===== src/rtl/sleep_seq_pkg.sv =====
// Shared constants and field helpers for the sleep entry sequencer.
// Assumes 32-bit control words: [31] spare, [30] enable, [29:0] delay.
package sleep_seq_pkg;
    localparam int DATA_W     = 32;
    localparam int DLY_W      = 30;
    localparam int EN_BIT     = 30;
    localparam int N_CHAN     = 2;
    localparam int REG_ADDR_W = 1;
    localparam int CH_SCLK    = 0;
    localparam int CH_BUS     = 1;

    // Extract the enable bit of a control word.
    function automatic logic ctl_en(input logic [DATA_W-1:0] w);
        return w[EN_BIT];
    endfunction

    // Extract the delay field of a control word.
    function automatic logic [DLY_W-1:0] ctl_dly(input logic [DATA_W-1:0] w);
        return w[DLY_W-1:0];
    endfunction
endpackage


===== src/rtl/sleep_seq_regs.sv =====
// Control register file: N_REG words, written by strobe, read combinationally.
// Assumes the address is valid whenever the write strobe is high.
module sleep_seq_regs
    import sleep_seq_pkg::*;
#(
    parameter int N_REG = N_CHAN,
    parameter int W     = DATA_W,
    localparam int AW   = (N_REG > 1) ? $clog2(N_REG) : 1
) (
    input  logic          clk,
    input  logic          rst_n,
    input  logic          wen,
    input  logic [AW-1:0] addr,
    input  logic [W-1:0]  wdata,
    output logic [W-1:0]  rdata,
    output logic [W-1:0]  ctl [N_REG]
);
    // Hold each word; clear all on reset.
    always_ff @(posedge clk) begin
        if (!rst_n) begin
            for (int i = 0; i < N_REG; i++) ctl[i] <= '0;
        end else if (wen) begin
            ctl[addr] <= wdata;
        end
    end

    // Return the selected word.
    always_comb rdata = ctl[addr];


    wr_readback_chk: assert property (@(posedge clk) disable iff (!rst_n)
        wen |=> ctl[$past(addr)] == $past(wdata));
endmodule


===== src/rtl/sleep_seq_chan.sv =====
// One delay channel: counts timebase strobes while running and raises a
// sticky hit once the count has reached the programmed delay.
// Assumes tick is a one-cycle strobe; clr and !run wipe all state.
module sleep_seq_chan #(
    parameter int DLY_W = 30
) (
    input  logic             clk,
    input  logic             rst_n,
    input  logic             run,
    input  logic             clr,
    input  logic             tick,
    input  logic [DLY_W-1:0] delay,
    output logic             hit
);
    localparam logic [DLY_W-1:0] ONE = {{(DLY_W-1){1'b0}}, 1'b1};

    logic [DLY_W-1:0] cnt;

    // Count strobes up to the delay, then latch the hit until cleared.
    always_ff @(posedge clk) begin
        if (!rst_n || !run || clr) begin
            cnt <= '0;
            hit <= 1'b0;
        end else if (tick) begin
            if (cnt >= delay) hit <= 1'b1;
            else              cnt <= cnt + ONE;
        end
    end


    hit_on_tick_chk: assert property (@(posedge clk) disable iff (!rst_n)
        $rose(hit) |-> $past(tick));


    idle_clear_chk: assert property (@(posedge clk) disable iff (!rst_n)
        !run |=> (cnt == '0 && !hit));


    hit_hold_chk: assert property (@(posedge clk) disable iff (!rst_n)
        (hit && run && !clr) |=> hit);
endmodule


===== src/rtl/sleep_seq_top.sv =====
// Sleep entry delay sequencer top: two control registers, two delay channels,
// active-low outputs with combinational release and the channel ordering rule.
// Assumes tick_en is synchronous to clk; wake and susp_n may change anytime.
module sleep_seq_top
    import sleep_seq_pkg::*;
(
    input  logic                  clk,
    input  logic                  rst_n,
    input  logic                  tick_en,
    input  logic                  susp_ack_n,
    input  logic                  susp_n,
    input  logic                  wake,
    input  logic                  reg_wen,
    input  logic [REG_ADDR_W-1:0] reg_addr,
    input  logic [DATA_W-1:0]     reg_wdata,
    output logic [DATA_W-1:0]     reg_rdata,
    output logic                  slpclk_en_n,
    output logic                  busout_off_n
);
    logic [DATA_W-1:0] ctl [N_CHAN];
    logic [N_CHAN-1:0] hit;
    logic [N_CHAN-1:0] chan_clr;
    logic              suppress;

    sleep_seq_regs #(.N_REG(N_CHAN), .W(DATA_W)) u_regs (
        .clk   (clk),
        .rst_n (rst_n),
        .wen   (reg_wen),
        .addr  (reg_addr),
        .wdata (reg_wdata),
        .rdata (reg_rdata),
        .ctl   (ctl)
    );

    // Per-channel clear source: wake for sleep clock, suspend release for bus.
    always_comb begin
        chan_clr         = '0;
        chan_clr[CH_SCLK] = wake;
        chan_clr[CH_BUS]  = susp_n;
    end

    for (genvar g = 0; g < N_CHAN; g++) begin : g_chan
        sleep_seq_chan #(.DLY_W(DLY_W)) u_chan (
            .clk   (clk),
            .rst_n (rst_n),
            .run   (!susp_ack_n),
            .clr   (chan_clr[g]),
            .tick  (tick_en),
            .delay (ctl_dly(ctl[g])),
            .hit   (hit[g])
        );
    end

    // Ordering rule: bus disable blocked if it would come after the sleep clock.
    always_comb suppress = ctl_en(ctl[CH_SCLK]) &&
                           (ctl_dly(ctl[CH_BUS]) > ctl_dly(ctl[CH_SCLK]));

    // Active-low outputs with combinational release paths.
    always_comb begin
        slpclk_en_n  = !(ctl_en(ctl[CH_SCLK]) && hit[CH_SCLK] && !wake);
        busout_off_n = !(ctl_en(ctl[CH_BUS]) && hit[CH_BUS] && !suppress && !susp_n);
    end


    wake_release_chk: assert property (@(posedge clk) disable iff (!rst_n)
        wake |-> slpclk_en_n);


    susp_release_chk: assert property (@(posedge clk) disable iff (!rst_n)
        susp_n |-> busout_off_n);


    order_rule_chk: assert property (@(posedge clk) disable iff (!rst_n)
        (ctl[CH_SCLK][EN_BIT] && ctl[CH_BUS][DLY_W-1:0] > ctl[CH_SCLK][DLY_W-1:0])
        |-> busout_off_n);


    sclk_off_chk: assert property (@(posedge clk) disable iff (!rst_n)
        !ctl[CH_SCLK][EN_BIT] |-> slpclk_en_n);
endmodule


===== config.mk =====
export PLATFORM = sky130hd
export DESIGN_NAME = sleep_seq_top
export DESIGN_NICKNAME = d
export VERILOG_FILES = /design/src/rtl/sleep_seq_pkg.sv /design/src/rtl/sleep_seq_regs.sv /design/src/rtl/sleep_seq_chan.sv /design/src/rtl/sleep_seq_top.sv
export SDC_FILE = /design/constraint.sdc
export NUM_CORES = 1
export LEC_CHECK = 0
export ABC_CLOCK_PERIOD_IN_PS = 2500
export BUFFER_PORTS_ARGS = -buffer_cell sky130_fd_sc_hd__buf_4
export CORE_AREA = 2 2 129 131
export CTS_BUF_LIST = sky130_fd_sc_hd__clkbuf_8
export DETAILED_ROUTE_END_ITERATION = 7
export DIE_AREA = 0 0 131 133
export PLACE_DENSITY = 0.75
export RECOVER_POWER = 25
export SLEW_MARGIN = 20
export SYNTH_ARGS = -nofsm -noshare
export SYNTH_HDL_FRONTEND = slang
export SYNTH_SLANG_ARGS = --single-unit

===== constraint.sdc =====
create_clock -name clk -period 2.5 [get_ports clk]
set_input_delay 0.5 -clock clk [delete_from_list [all_inputs] [get_ports clk]]
set_output_delay 0.5 -clock clk [all_outputs]
set_load 0.02 [all_outputs]

# Word-level counts from Yosys, hierarchy flattened
# Index checks and enable logic that the tools add are counted.
# totals
word_cells	42
regBits	126
input_bits	40
output_inout_bits	34
# op_classes
n_reduce_logical	20
bitwise_logic	3
mux	6
addsub	2
magnitude_cmp	5
# op_table
operator	count
2-to-1 mux 32 bit	4
bitwise mux 64 bit	1
adder 30 x 1 -> 30 bit, second input constant	2
greater-or-equal comparator 30 bit	2
demux 32 bit (select 1 bit)	1
greater-than comparator 30 bit	1
AND reduction 2 bit	4
logical AND 1 bit	7
logical NOT 1 bit	6
logical OR 1 bit	3
greater-or-equal comparator 2 bit, second input constant	1
< comparator 2 x 1 -> 1 bit, second input constant	1
inverter 1 bit	2
inverter 1 -> 2 bit	1

# Longest topological paths before layout
# logic_depth
word_depth	6
mapped_depth	11

# Cells and area by module
# Synthesis repeated with hierarchy kept, for this count alone.
# hier_totals
hier_cells	974
hier_area_um2	8139.1
# by_module_without_submodules
module	cells_per_inst	n_inst	area_each_um2
sleep_seq_chan	290	2	2259.7
sleep_seq_regs	281	1	2822.7
sleep_seq_top	113	1	797.0

# Worst setup path before layout
# OpenSTA, ideal clock, no wires.
# synth_path
kind	register to register
from	register u_regs.ctl[3] in the netlist's numbering
to	register g_chan[1].u_chan.cnt[26]
t_arrival_ns	2.422
required_time_ns	2.429
path_buffers	1
stages_incl_launch_ff	10
setup_ns	0.071
path_slack_ns	0.008
synth_period_minus_slack_ns	2.492
path_cell_list	dfxtp_1 > inv_1 > ha_1 > a2111oi_2 > o21ai_1 > a211o_1 > a2111o_1 > buf_6 > or3_1 > a21oi_1
# synth_via
elab_chain_cells	3
# synth_lines
item	line_no	rtl
from (decl)	sleep_seq_regs.sv:16	output logic [W-1:0] ctl [N_REG]
from (signal, indexed assignment)	sleep_seq_regs.sv:23	ctl[addr] <= wdata;
greater-or-equal comparator 30 bit	sleep_seq_chan.sv:25	if (cnt >= delay) hit <= 1'b1;
inverter 1 bit (no line)	n/a	
AND reduction 2 bit (no line)	n/a	
to (signal assigned)	sleep_seq_chan.sv:26	else cnt <= cnt + ONE;
to (decl)	sleep_seq_chan.sv:17	logic [DLY_W-1:0] cnt;
# Every way passes these cells.
# A chain may end at the register's enable or synchronous reset.

# Final worst setup path
# layout_path
from	register u_regs.ctl[53] in the netlist's numbering
to	output port busout_off_n
# layout_via
elab_chain_cells	6
# layout_lines
item	line_no	rtl
greater-than comparator 30 bit	sleep_seq_top.sv:56	(ctl_dly(ctl[CH_BUS]) > ctl_dly(ctl[CH_SCLK]));
logical AND 1 bit	sleep_seq_top.sv:55	always_comb suppress = ctl_en(ctl[CH_SCLK]) &&
logical NOT 1 bit	sleep_seq_top.sv:61	busout_off_n = !(ctl_en(ctl[CH_BUS]) && hit[CH_BUS] && !suppress && !susp_n);
logical AND 1 bit (2 in a row)	sleep_seq_top.sv:61	
logical NOT 1 bit	sleep_seq_top.sv:61	
to (decl)	sleep_seq_top.sv:18	output logic busout_off_n
# Every way passes these cells.

==> key figures <==
Global route
  • Number of global-route vias before repair: 7450
  • Number of antenna violations at the first check in global routing: 0
  • Overflow after GRT: 0
  • Global-route usage over all layers: between 20 and 30%
  • Maximum number of pins on one net before global-route repair: 65
  • First-pass GRT wire length: 37600 um

Yosys
  • Proportion of synthesized area in mux cells: less than 1%
  • Sequential element share of the synthesized area: 32.3%
  • Biggest area contributors in the synthesized netlist: dfxtp_1, ha_1, nand2_1, a21boi_0, a21oi_1
  • Synthesized area: 7810 um^2
  • Number of standard cells after synthesis: around 1000
  • Compound-Gate Fraction of Synth Area: 18.7%
  • Adder-cell share of the synthesized area: between 10% and 20%
  • Fraction of synthesis flops using an asynchronous set or reset pin: 0%
  • Commonest register cell after synthesis: dfxtp_1
  • Post-synth EDFFs: 0
  • Post-synthesis xor/xnor area fraction: 3.14%
  • Flip-flop and latch count after synthesis: 126
  • Cell variety after synth: between 50 and 60
  • Biggest area consumer among synthesized cells: dfxtp_1
  • Share of Yosys cell area claimed by the top area cell type: 32.3%
  • Synthesized area divided by synthesized cell count: 7.78 um^2
  • Yosys warning count: 0
  • Net count after synthesis: 1136
  • Post-synthesis share of cell area spent on and, or, nand and nor gates: 24.6%
  • Combinational family with the most area after synthesis: simple AND/OR/NAND/NOR gates

Pwr
  • Relative contribution of sequential cells to total power: 43.3%
  • Net Switching: 1.40 mW
  • P_leak: 4.13 nW
  • Switching share of total power: 28.9%
  • Power Internal: 3.44 mW
  • Worst-case vdd ir drop: ~0.34 mV
  • Clock network fraction of total power: 37.4%
  • Portion of total power attributed to combinational logic: 19.3%
  • P per Cell Area: about 450 nW/um^2

Timing
  • Worst slew margin relative to its limit: 26.4%
  • Unrepaired setup endpoints after global routing: true
  • Shortest clock period the worst path allows after layout: 2.93 ns
  • Slew at the pin closest to its max-slew limit: 1.10 ns
  • Smallest setup slack after layout: -0.427 ns
  • Highest achievable clock rate: between 0.3 and 0.4 GHz
  • Slew Viols, Final: 0
  • Final worst path period share: 117%
  • Sum of negative setup slack: -4.14 ns
  • Min Hold Slack: 0.292 ns
  • Count of final hold-check violations: 0
  • Final-report setup violation count: 48
  • Final setup skew: about 0.015 ns

Finish
  • Final Cell Area: 10800 um^2
  • Diodes inserted: 0
  • Layout cells sized above 1: 33.5%
  • Area delta synth->final: 38.7%
  • Nets: 1313

Critical path
  • CP Data Required Time: around 2.0 ns
  • Worst Setup Start Kind: flop
  • CP Data Arrival Time: 2.43 ns
  • Classification of the worst setup path: reg -> out
  • Largest fanout on the critical path: 3
  • Worst r2r path cells: 12
  • Kind of end point of the critical path: output port

Die
  • Total number of placement rows: 47
  • Starting Density: 48.3%
  • Die Y: approximately 130 um
  • Core Region: between 15000 and 20000 um^2
  • Area of the die: 17400 um^2
  • Boundary Pins: 74
  • Die W: between 100 and 150 um

Status
  • Violations in the final reports: negative setup slack
  • Outcome: finished with violations

Clocking
  • Clock root buffer: clkbuf_8
  • Number of buffers created by CTS: 17
  • Sinks on Clock Net: 126
  • H-tree depth: 4
  • TritonCTS clock tree: built
  • Clock edge transition at the registers on the reported setup and hold paths: 0.08 ns
  • Post-CTS Hold Fix Bufs: 0
  • Buffer depth of the longest clock path: 2
  • Worst-Skew Late Latency: 0.47 ns

Placed design
  • Count of buffers from port buffering: between 70 and 80
  • Estimated wirelength of the detail-placed design: 16200 um
  • Final weighted congestion of routability-driven global placement: between 0.8 and 0.9
  • Placed inst area: around 9000 um^2

Min path
  • Type of the worst min-delay path: in -> reg
  • Cells on Worst Hold Path: 3

Detailed routing
  • Ratio of routed vias to standard cells: approximately 5.7
  • Sum of routed wire length over all layers: 25600 um
  • Vias after detailed routing: 8105
  • DRC violation count after routing: 0
  • Detail-routed net length per standard cell: 18.1 um
  • Iteration-0 DRC count of the detailed router: 781
  • Post-DRT Antenna Nets: 0
  • 1st-pass router iterations: 5

Run
  • Total of max-cap violations: 0
[per-layer routing]
layer,vias up,routed length (um),GRT usage (%),share of wire (%)
met1,3836,10700,37.0,42
met2,337,12300,44.6,48
met4,0,904,10.3,3.5
met3,71,1650,5.46,6.4
li1,3861,-,-,-
met5,-,0,0,0
[power by group through the flow]
stage	Sequential, mW	Clock, mW	Combinational, mW
2_1_floorplan	2.13	0	0.403
3_3_place_gp	2.13	0	0.704
3_5_place_dp	2.14	0	0.716
4_1_cts	2.10	1.81	0.820
5_1_grt	2.10	1.90	1.00
6_report	2.10	1.81	0.934
[state kept, by name, summed over array words and instances (netlist names)]
signal,cells
g_chan.u_chan.cnt,60
g_chan.u_chan.hit,2
u_regs.ctl,64
[kinds of logic after synthesis]
kind of cell | Yosys count
and+or+nand+nor | 404
AOI/OAI and AO/OA | 229
DFF | 126
buffers and inverters | 121
adders and majority gates | 92
xor gates and xnor gates | 28
muxes | 4
[cell usage in the layout (no fill, tap or decap), types with 7 or more instances in the layout]
master,count
nand2_1,198
buf_4,173
dfxtp_1,93
ha_1,68
a21boi_0,64
inv_1,62
nor2_1,50
o21ai_0,46
a21oi_1,38
nand4_1,33
nand3_1,29
dfxtp_2,26
xnor2_1,25
a21oi_2,24
ha_4,23
buf_6,22
clkbuf_8,21
inv_2,17
nor4_2,12
a21o_1,11
or3_1,11
o21ai_1,10
nor4_4,8
nor3_1,8
dfxtp_4,7
[cell type report]
type / instances / area, um^2
multi-input cells: 757 / 5660
fillers: 1212 / 5330
flip-flops and latches: 126 / 2580
repair buffers: 201 / 1640
inverters: 78 / 298
clock buffers: 21 / 289
well taps: 220 / 275
clock inverters: 10 / 96.3
[timing repair]
item,in CTS,in global routing
pin swaps,35,64
resized for setup,98,127
cloned,1,2
buffers inserted,19,14
endpoints found under the setup margin,43,61
[critical path: stages (launching register included)]
cell,delay [ns]
dfxtp_1,0.34
inv_1,0.12
ha_4,0.31
nand4_1,0.21
nor4_4,0.27
o31ai_2,0.14
nand2_1,0.08
o21ai_1,0.07
a31oi_2,0.24
buf_4,0.18
[per-stage QoR]
stage          utilization [%]  power (mW)  cells  worst slack (ns)
2_1_floorplan                -        2.53   1004           0.00756
3_3_place_gp              56.9        2.84   1350            -0.123
3_5_place_dp              56.9        2.85   1350            -0.142
4_1_cts                   63.1        4.73   1399            -0.359
5_1_grt                   67.0        5.01   1413            -0.514
6_report                  67.0        4.84   1413            -0.427
[path summary, 6_finish.rpt]
check,start,to,slack [ns]
worst max-delay path,u_regs.ctl[53]$_SDFFE_PN0P_,busout_off_n,-0.43
worst min-delay path,reg_wdata[7],u_regs.ctl[39]$_SDFFE_PN0P_,0.29
worst max register to register,u_regs.ctl[17]$_SDFFE_PN0P_,g_chan[1].u_chan.cnt[15]$_SDFFE_PP0P_,-0.22
worst min register to register,u_regs.ctl[57]$_SDFFE_PN0P_,u_regs.ctl[57]$_SDFFE_PN0P_,0.46
[cells in the mapped netlist (2+ instances only)]
cell,instances
inv_1,78
a21bo_2,3
or3_1,15
a211oi_1,4
nand3b_1,6
a2111oi_0,3
a21boi_0,64
a221oi_1,2
nor3_1,10
nor4_1,24
and3_1,5
and4_1,5
buf_2,6
ha_1,92
xnor2_1,27
o21ai_0,59
o211ai_1,2
nor2b_1,2
nand2_1,198
o31ai_1,5
or2_2,2
a21oi_1,63
or4_1,4
nand3_1,31
a2111oi_2,2
mux2_2,3
a21o_1,12
dfxtp_1,126
nor4b_1,3
and2_1,4
clkbuf_1,35
nand4_1,33
nor2_1,51
nand2b_1,5
(Power assumes the default switching activity.)
